$ cat src/rtl/wpb_pkg.sv
package wpb_pkg;
  parameter int unsigned ENTRIES = 8;
  localparam int unsigned IDX_W = $clog2(ENTRIES);

  typedef logic [IDX_W-1:0] idx_t;

  // Strobes from control to datapath, one set per cycle.
  typedef struct packed {
    logic alloc;
    idx_t allocIdx;
    logic inval;
    idx_t invalIdx;
    logic storeWr;
    idx_t storeIdx;
    logic rspEn;
    logic rspHit;
    logic rspFromFill;
    idx_t rspIdx;
    logic promote;
  } strobe_t;

  // Lowest set bit index (0 when none set).
  function automatic idx_t firstSet(input logic [ENTRIES-1:0] vec);
    idx_t idx;
    idx = '0;
    for (int i = ENTRIES - 1; i >= 0; i--) begin
      if (vec[i]) idx = idx_t'(i);
    end
    return idx;
  endfunction
endpackage

$ cat src/rtl/wpb_datapath.sv
module wpb_datapath
  import wpb_pkg::*;
#(
  parameter int unsigned TAG_W  = 16,
  parameter int unsigned LINE_W = 64
) (
  input  logic               clk,
  input  logic               rst_n,
  input  strobe_t            st,
  input  logic [TAG_W-1:0]   lkTag,
  input  logic [TAG_W-1:0]   fillTag,
  input  logic [LINE_W-1:0]  fillData,
  input  logic [TAG_W-1:0]   stTag,
  input  logic [LINE_W-1:0]  stData,
  output logic [ENTRIES-1:0] lkHitVec,
  output logic [ENTRIES-1:0] fillHitVec,
  output logic [ENTRIES-1:0] stHitVec,
  output logic [ENTRIES-1:0] validVec,
  output logic               rspValid,
  output logic               rspHit,
  output logic [LINE_W-1:0]  rspData,
  output logic               promoteValid,
  output logic [TAG_W-1:0]   promoteTag,
  output logic [LINE_W-1:0]  promoteData
);
  logic [TAG_W-1:0]   tagQ  [ENTRIES];
  logic [LINE_W-1:0]  dataQ [ENTRIES];
  logic [ENTRIES-1:0] validQ;
  logic [LINE_W-1:0]  readLine;

  // Parallel tag compare, one comparator per entry and port.
  for (genvar g = 0; g < ENTRIES; g++) begin : g_match
    assign lkHitVec[g]   = validQ[g] && (tagQ[g] == lkTag);
    assign fillHitVec[g] = validQ[g] && (tagQ[g] == fillTag);
    assign stHitVec[g]   = validQ[g] && (tagQ[g] == stTag);
  end

  assign validVec = validQ;
  assign readLine = st.rspFromFill ? fillData : dataQ[st.rspIdx];

  // Line storage: a store is overridden by an allocation to the same slot.
  always_ff @(posedge clk) begin
    for (int i = 0; i < ENTRIES; i++) begin
      if (st.storeWr && st.storeIdx == idx_t'(i)) dataQ[i] <= stData;
      if (st.alloc && st.allocIdx == idx_t'(i)) begin
        dataQ[i] <= fillData;
        tagQ[i]  <= fillTag;
      end
    end
  end

  always_ff @(posedge clk) begin
    if (!rst_n) begin
      validQ <= '0;
    end else begin
      for (int i = 0; i < ENTRIES; i++) begin
        if (st.inval && st.invalIdx == idx_t'(i)) validQ[i] <= 1'b0;
        if (st.alloc && st.allocIdx == idx_t'(i)) validQ[i] <= 1'b1;
      end
    end
  end

  always_ff @(posedge clk) begin
    if (!rst_n) begin
      rspValid     <= 1'b0;
      rspHit       <= 1'b0;
      rspData      <= '0;
      promoteValid <= 1'b0;
      promoteTag   <= '0;
      promoteData  <= '0;
    end else begin
      rspValid     <= st.rspEn;
      rspHit       <= st.rspEn && st.rspHit;
      rspData      <= readLine;
      promoteValid <= st.promote;
      promoteTag   <= lkTag;
      promoteData  <= readLine;
    end
  end
endmodule

$ cat src/rtl/wpb_ctrl.sv
module wpb_ctrl
  import wpb_pkg::*;
#(
  parameter int unsigned TAG_W = 16
) (
  input  logic               clk,
  input  logic               rst_n,
  input  logic               lkValid,
  input  logic               lkWrong,
  input  logic               lkFlush,
  input  logic [TAG_W-1:0]   lkTag,
  input  logic               fillValid,
  input  logic               fillWrong,
  input  logic [TAG_W-1:0]   fillTag,
  input  logic               stValid,
  input  logic               stWrong,
  input  logic [ENTRIES-1:0] lkHitVec,
  input  logic [ENTRIES-1:0] fillHitVec,
  input  logic [ENTRIES-1:0] stHitVec,
  input  logic [ENTRIES-1:0] validVec,
  output strobe_t            st
);
  localparam idx_t OLDEST = idx_t'(ENTRIES - 1);

  idx_t ageQ [ENTRIES];
  logic lkGo, fillGo, sameTag, lkHitAny, allocate, touch;
  idx_t lkIdx, lruIdx, victim, allocIdx, touchIdx;

  always_comb begin
    lkGo     = lkValid && !lkFlush;
    fillGo   = fillValid && fillWrong;
    sameTag  = lkGo && fillGo && (lkTag == fillTag);
    lkHitAny = |lkHitVec;
    lkIdx    = firstSet(lkHitVec);

    lruIdx = '0;
    for (int i = 0; i < ENTRIES; i++) begin
      if (ageQ[i] == OLDEST) lruIdx = idx_t'(i);
    end
    victim   = (&validVec) ? lruIdx : firstSet(~validVec);
    allocIdx = (|fillHitVec) ? firstSet(fillHitVec) : victim;
    allocate = fillGo && !(sameTag && !lkWrong);

    touch    = allocate || (lkGo && lkWrong && lkHitAny);
    touchIdx = allocate ? allocIdx : lkIdx;

    st             = '0;
    st.alloc       = allocate;
    st.allocIdx    = allocIdx;
    st.rspEn       = lkGo;
    st.rspHit      = lkHitAny || sameTag;
    st.rspFromFill = sameTag;
    st.rspIdx      = lkIdx;
    st.promote     = lkGo && !lkWrong && (lkHitAny || sameTag);
    st.inval       = lkGo && !lkWrong && lkHitAny;
    st.invalIdx    = lkIdx;
    st.storeWr     = stValid && !stWrong && (|stHitVec);
    st.storeIdx    = firstSet(stHitVec);
  end

  // Age ranks form a permutation; 0 is most recent, ENTRIES-1 is the victim.
  always_ff @(posedge clk) begin
    if (!rst_n) begin
      for (int i = 0; i < ENTRIES; i++) ageQ[i] <= idx_t'(i);
    end else if (touch) begin
      for (int i = 0; i < ENTRIES; i++) begin
        if (idx_t'(i) == touchIdx)         ageQ[i] <= '0;
        else if (ageQ[i] < ageQ[touchIdx]) ageQ[i] <= ageQ[i] + 1'b1;
      end
    end
  end
endmodule

$ cat src/rtl/misspec_line_buffer.sv
module misspec_line_buffer
  import wpb_pkg::*;
#(
  parameter int unsigned TAG_W  = 16,
  parameter int unsigned LINE_W = 64
) (
  input  logic              clk,
  input  logic              rst_n,
  input  logic              lkValid,
  input  logic              lkWrong,
  input  logic              lkFlush,
  input  logic [TAG_W-1:0]  lkTag,
  input  logic              fillValid,
  input  logic              fillWrong,
  input  logic [TAG_W-1:0]  fillTag,
  input  logic [LINE_W-1:0] fillData,
  input  logic              stValid,
  input  logic              stWrong,
  input  logic [TAG_W-1:0]  stTag,
  input  logic [LINE_W-1:0] stData,
  output logic              rspValid,
  output logic              rspHit,
  output logic [LINE_W-1:0] rspData,
  output logic              promoteValid,
  output logic [TAG_W-1:0]  promoteTag,
  output logic [LINE_W-1:0] promoteData,
  output logic              l1FillEn,
  output logic [TAG_W-1:0]  l1FillTag,
  output logic [LINE_W-1:0] l1FillData,
  output logic              memStoreEn,
  output logic [TAG_W-1:0]  memStoreTag,
  output logic [LINE_W-1:0] memStoreData
);
  strobe_t            strobe;
  logic [ENTRIES-1:0] lkHitVec, fillHitVec, stHitVec, validVec;

  // Correct-path traffic passes through; marked traffic stays here or is dropped.
  assign l1FillEn     = fillValid && !fillWrong;
  assign l1FillTag    = fillTag;
  assign l1FillData   = fillData;
  assign memStoreEn   = stValid && !stWrong;
  assign memStoreTag  = stTag;
  assign memStoreData = stData;

  wpb_ctrl #(.TAG_W(TAG_W)) u_ctrl (
    .clk(clk), .rst_n(rst_n),
    .lkValid(lkValid), .lkWrong(lkWrong), .lkFlush(lkFlush), .lkTag(lkTag),
    .fillValid(fillValid), .fillWrong(fillWrong), .fillTag(fillTag),
    .stValid(stValid), .stWrong(stWrong),
    .lkHitVec(lkHitVec), .fillHitVec(fillHitVec), .stHitVec(stHitVec),
    .validVec(validVec), .st(strobe)
  );

  wpb_datapath #(.TAG_W(TAG_W), .LINE_W(LINE_W)) u_dp (
    .clk(clk), .rst_n(rst_n), .st(strobe),
    .lkTag(lkTag), .fillTag(fillTag), .fillData(fillData),
    .stTag(stTag), .stData(stData),
    .lkHitVec(lkHitVec), .fillHitVec(fillHitVec), .stHitVec(stHitVec),
    .validVec(validVec),
    .rspValid(rspValid), .rspHit(rspHit), .rspData(rspData),
    .promoteValid(promoteValid), .promoteTag(promoteTag), .promoteData(promoteData)
  );
endmodule

$ cat config.mk
export PLATFORM = sky130hd
export DESIGN_NAME = misspec_line_buffer
export DESIGN_NICKNAME = d
export VERILOG_FILES = /design/src/rtl/wpb_pkg.sv /design/src/rtl/wpb_datapath.sv /design/src/rtl/wpb_ctrl.sv /design/src/rtl/misspec_line_buffer.sv
export SDC_FILE = /design/constraint.sdc
export NUM_CORES = 2
export LEC_CHECK = 0
export ABC_AREA = 1
export BUFFER_PORTS_ARGS = -buffer_cell sky130_fd_sc_hd__buf_2
export CAP_MARGIN = 20
export CORE_MARGIN = 3
export CORE_UTILIZATION = 46
export DETAILED_ROUTE_END_ITERATION = 10
export GPL_TIMING_DRIVEN = 0
export PLACE_DENSITY = 0.65
export SLEW_MARGIN = 0
export SYNTH_ARGS = -nofsm -noshare
export SYNTH_HDL_FRONTEND = slang
export SYNTH_HIERARCHICAL = 1
export SYNTH_SLANG_ARGS = --single-unit
$ cat constraint.sdc
create_clock -name clk -period 10.2 [get_ports clk]
set_input_delay 1.02 -clock clk [delete_from_list [all_inputs] [get_ports clk]]
set_output_delay 1.02 -clock clk [all_outputs]
set_load 0.05 [all_outputs]
## After elaboration in Yosys (flattened, before gate mapping)

Memories as Yosys holds them, arrays and structs flattened.
Cells that the tools add are included.

| word-level totals | value |
|---|---|
| register bits after elaboration | 91 |
| latch bits | 0 |
| RAM bits | 664 |
| bits in read-only memories | 0 |
| input port bits | 185 |
| output and inout bits | 309 |
| logic and storage cells | 419 |
| memories kept | 3 |

| cells by class | value |
|---|---|
| add/subtract/negate cells | 8 |
| $mul | 0 |
| divide/modulo/power cells | 0 |
| magnitude comparators | 8 |
| equal/unequal tests | 60 |
| shift operators | 0 |
| multiplexer cells | 209 |
| bitwise operators | 25 |
| reduce and logical (&&, ||, !) cells | 93 |

Memory list:

| name | depth | width | read ports | clocked after memory_dff | wr ports | RTL line | source |
|---|---|---|---|---|---|---|---|
| u_dp.dataQ | 8 | 64 | 1 | 0 | 8 | wpb_datapath.sv:27 | `logic [LINE_W-1:0] dataQ [ENTRIES];` |
| u_dp.tagQ | 8 | 16 | 8 | 0 | 1 | wpb_datapath.sv:26 | `logic [TAG_W-1:0] tagQ [ENTRIES];` |
| u_ctrl.ageQ | 8 | 3 | 9 | 0 | 8 | wpb_ctrl.sv:25 | `idx_t ageQ [ENTRIES];` |

Operators by type and width:

| operator | count |
|---|---|
| 64-bit two-way mux | 9 |
| 16-bit equality test | 25 |
| 3-bit two-way mux | 62 |
| 1-bit two-way mux | 129 |
| 16-bit two-way mux | 7 |
| 16-bit OR reduction | 7 |
| 1-bit logical AND | 63 |
| 3-bit equality test, second input constant | 19 |
| 3-bit by 1-bit adder with 3-bit output, second input constant | 8 |
| 3-bit < comparator | 8 |
| 1-bit OR | 24 |
| 8-bit OR reduction | 3 |
| 3-bit by 2-bit equality test with 1-bit output, second input constant | 6 |
| 2-bit nonzero test | 8 |
| 3-bit equality test, first input constant | 4 |
| 3-bit zero test | 4 |
| 3-bit by 1-bit equality test with 1-bit output, second input constant | 3 |
| 8-bit NOT | 1 |
| 8-bit AND reduction | 1 |
| 2-bit by 3-bit equality test with 1-bit output, first input constant | 2 |
| 1-bit zero test | 5 |
| 2-bit two-way mux | 2 |
| 1-bit by 3-bit equality test with 1-bit output, first input constant | 1 |
| 1-bit logical OR | 2 |

## Longest topological paths before layout

An unclocked memory read counts as a cell.

| logic depth | value |
|---|---|
| depth in word-level cells | 24 |
| mapped depth | 29 |

## By module

The synthesis kept the hierarchy.

By module, submodules not included:

| module | times used | cells each | area each (µm²) | sequential area each (µm²) |
|---|---|---|---|---|
| wpb_datapath | 1 | 4748 | 38948.6 | 21040.2 |
| wpb_ctrl | 1 | 482 | 3055.4 | 720.7 |
| misspec_line_buffer | 1 | 164 | 1221.2 | 0.0 |

## Worst setup path after synthesis

No wires, ideal clock.

| timing | value |
|---|---|
| kind | input to register |
| from | input port stTag[4] |
| to | memory u_dp.dataQ[3][0] (enable) |
| arrival time | 6.846 ns |
| data required time | 9.626 ns |
| slack | 2.779 ns |
| cell stages on the path | 14 |
| buffers on the path | 1 |
| cells stage by stage | buf_2 inv_1 nand2_1 nand2_1 nand2_1 nor2_1 nand3_1 nor2_1 nor2_1 inv_1 nand3_1 a311oi_1 nand2_1 o21ai_0 |

RTL lines:

| item | RTL line | source |
|---|---|---|
| start, declared | misspec_line_buffer.sv:19 | `input logic [TAG_W-1:0] stTag,` |
| end, declared | wpb_datapath.sv:27 |  |

==> summary.md <==
| Metric | Value |
|---|---|
| Run status | `finished clean` |
| Clock slew at reported path FFs | `about 0.06 ns` |
| Clock latency on the worst-skew pair | `0.68 ns` |
| Worst EP arrival | `6.73 ns` |
| Sw frac | `0.273` |
| Largest net degree at the start of global routing | `27` |
| Sequential fraction of the synthesis area | `0.503` |
| Final #Nets | `between 6,000 and 7,000` |
| Area growth from synthesis to layout | `17.3%` |
| Max FO, Critical Path | `24` |
| HPWL Detailed | `around 130 mm` |
| HP Start | `u_dp/validVec[1]` |
| Vias per cell | `between 5 and 6` |
| Unrepaired setup endpoints after global routing | `no` |
| TNS Setup | `0 ns` |
| Comb power frac | `0.129` |
| NetSw | `approximately 2.1 mW` |
| Static Leakage | `between 20 and 25 nW` |
| H-tree Lvls | `3` |
| Register bit total from synthesis | `between 700 and 800` |
| Yosys warnings | `6` |
| Grt ovf | `0` |
| Final slew viol count | `0` |
| Hold buffer count at CTS | `0` |
| DR WL/cell | `~26 µm` |
| CTS Buf Count | `just under 90` |
| Post-synth ARST share | `0` |
| GRT Util Overall | `0.370` |
| Full die area | `0.0977 mm²` |
| I/O pin cnt | `494` |
| Placed Cells | `7,137` |
| Post-CTS Setup Bufs | `0` |
| First-pass GRT wire length | `approximately 260 mm` |
| Max transition margin | `0.216` |
| Max Root-Sink Buffers | `3` |
| Clk pwr share | `0.422` |
| Total Power Consumption | `7.66 mW` |
| Final Hold Viols | `0` |
| Hold endpoint | `u_dp/validVec[1]` |
| Final period util | `0.624` |
| Core area | `between 0.09 and 0.1 mm²` |
| Worst r2r src | `u_dp/tagQ[1][46]` |
| Cells after synthesis | `5,394` |
| Critical Path RT | `around 11 ns` |
| Hold slack | `around 0.53 ns` |
| Worst slew pin tran | `around 1.2 ns` |
| Pre-CTS WS | `between 3 and 4 ns` |
| Fmax | `approximately 160 MHz` |
| Initial Util | `0.468` |
| Root Driver | `clkbuf_16` |
| Netlist cell types | `between 40 and 50` |
| Internal | `about 5.6 mW` |
| Fin cells | `7,303` |
| Area taken by multi-input logic gates | `about 0.016 mm²` |
| Most common flop cell mapped by yosys | `edfxtp_1` |
| Worst setup margin | `about 3.8 ns` |
| Final setup vio count | `0` |
| Final GP Congestion | `1.01` |
| DIE WIDTH | `approximately 310 µm` |
| Seq. cell area | `between 0.02 and 0.025 mm²` |
| Clk sinks | `between 700 and 800` |
| First-pass DRT Iterations | `6` |
| Post-Syn Area | `0.0432 mm²` |
| Flop pwr share | `0.449` |
| Layout cell share with drive strength beyond 1 | `0.185` |
| Drt initial violations | `5,994` |
| Post-Syn Nets | `about 5,600` |
| Antenna-violating nets left | `0` |
| Min Tclk post-route | `about 6.4 ns` |
| Max VDD drop | `0.126 mV` |
| Hold depth | `2` |
| Worst Skew | `0.0416 ns` |
| # fillers | `just under 9,000` |
| R2R Path End | `u_dp/dataQ[6][43]` |
| Initial antenna violation count | `7` |
| DRC viols | `0` |
| IO buf count | `478` |
| Pwr dens | `between 150 and 200 mW/mm²` |
| # rows | `between 100 and 150` |
| Setup crit end kind | `flip-flop` |
| Crit Path Class | `in2reg` |
| Internal reg-to-reg setup slack | `4.93 ns` |
| DRT Wirelength | `roughly 190 mm` |
| Post-cts gate resize count | `0` |
| Via count | `~42,000` |
| Avg Cell Area, Syn | `~8 µm²` |
| Die H | `313 µm` |
| CTS tree | `built` |
| MaxCap Viol Count | `0` |
| Critical Path Start Type | `input port` |
| Reg2Reg Depth | `12` |
| Vias in the first global route | `approximately 38,000` |
| Worst Hold Class | `reg2reg` |
| Number of enable flip-flop cells after synthesis | `664` |
## stage by stage
step	cell area, µm²	util
floorplan	43200	-
global placement	47200	0.511
detailed placement	47800	0.517
CTS	50700	0.549
global route	50700	0.549
finish	50700	0.549
## cell usage after synthesis, types with 23 or more instances
| cell type | count | area [µm²] |
|---|---|---|
| buf_2 | 145 | 726 |
| buf_4 | 265 | 1990 |
| dfxtp_1 | 91 | 1820 |
| ha_1 | 23 | 288 |
| o21ai_1 | 84 | 420 |
| clkbuf_1 | 69 | 259 |
| nor2_1 | 237 | 890 |
| inv_1 | 525 | 1970 |
| edfxtp_1 | 664 | 19900 |
| a21oi_1 | 109 | 546 |
| o22ai_1 | 65 | 407 |
| nand3_1 | 551 | 2760 |
| o21ai_0 | 475 | 2380 |
| xnor2_1 | 64 | 561 |
| nand4_1 | 26 | 163 |
| nand2_1 | 1817 | 6820 |
| xor2_1 | 54 | 473 |
## per-layer routing
metal  GRT usage  vias up  share of wire
met3       0.102      466           0.14
met4       0.148        4          0.043
met5           0        -        0.00014
li1            -    18628              -
met1       0.505    19745           0.39
met2       0.558     2887           0.43
## registers in the layout (all words and copies together) (netlist names)
signal	flops
u_dp/promoteData	64
u_ctrl/ageQ	24
u_dp/promoteValid	1
u_dp/validVec	8
u_dp/rspValid	1
u_dp/rspHit	1
u_dp/tagQ	128
u_dp/promoteTag	16
u_dp/dataQ	512
## cells by family (layout without fill, tap and decap cells)
family | after synthesis | after routing | synth area share
other cells | 0 | 4 | 0
flops | 755 | 755 | 0.503
buf+inv | 1057 | 1719 | 0.120
simple gates | 2697 | 2697 | 0.257
fa+ha+maj | 23 | 23 | 0.00666
compound gates | 744 | 744 | 0.0891
xor+xnor | 118 | 118 | 0.0239
## worst max-delay path, stage by stage
cell	delay, ns
buf_2	0.48
buf_2	0.49
inv_1	0.45
nand2_1	0.15
nand4_1	0.10
nor2_1	0.18
nand3_1	0.11
nor2_1	0.43
nor2_1	0.13
nor3_1	0.17
nor3_1	0.07
o21ai_1	0.70
nand2_1	0.18
nor2_2	0.56
buf_4	0.38
buf_4	0.29
inv_2	0.12
o21ai_4	0.15
buf_12	0.25
buf_12	0.23
## cell usage in the layout (no fill, tap or decap), types with 14 or more instances in the layout
master	instances
xnor2_1	64
buf_4	265
inv_1	525
nand3_1	551
a21oi_1	109
buf_2	623
clkinv_1	17
o22ai_1	65
xor2_1	54
buf_12	14
nand4_1	26
clkbuf_16	94
clkbuf_2	15
nand2_1	1817
dfxtp_1	91
o21ai_0	467
clkbuf_1	89
inv_2	15
nor2_1	237
buf_1	14
clkinv_2	17
o21ai_1	84
edfxtp_1	664
ha_1	23
## power groups by stage
stage	Combinational (mW)	Clock, mW	Sequential, mW
6_report	0.991	3.23	3.44
2_1_floorplan	0.567	0	3.56
3_3_place_gp	0.953	0	3.51
4_1_cts	0.972	3.26	3.44
3_5_place_dp	0.969	0	3.50
5_1_grt	1.05	3.38	3.44
## area by class of cell
cell class / count / area share
Sequential cell: 755 / 0.429
Clock inverter: 38 / 0.00735
Multi-Input combinational cell: 3582 / 0.323
Timing Repair Buffer: 500 / 0.0570
Clock buffer: 124 / 0.0506
Inverter: 547 / 0.0405
Antenna cell: 4 / 0.000197
Tap cell: 1243 / 0.0307
Buffer: 510 / 0.0616
## worst max path at each step
stage | startpoint | end | slack (ns)
after floorplan | stTag[4] | u_dp/dataQ[3][0] | 2.78
after global placement | stTag[6] | u_dp/dataQ[6][44] | -3.94
after detailed placement | fillTag[9] | u_dp/dataQ[7][47] | 3.58
after CTS | fillTag[9] | u_dp/dataQ[7][40] | 4.28
after global routing | fillTag[9] | u_ctrl/ageQ[1][2] | 3.88
final | fillTag[9] | u_dp/dataQ[7][45] | 3.83
(Power assumes the default switching activity.)
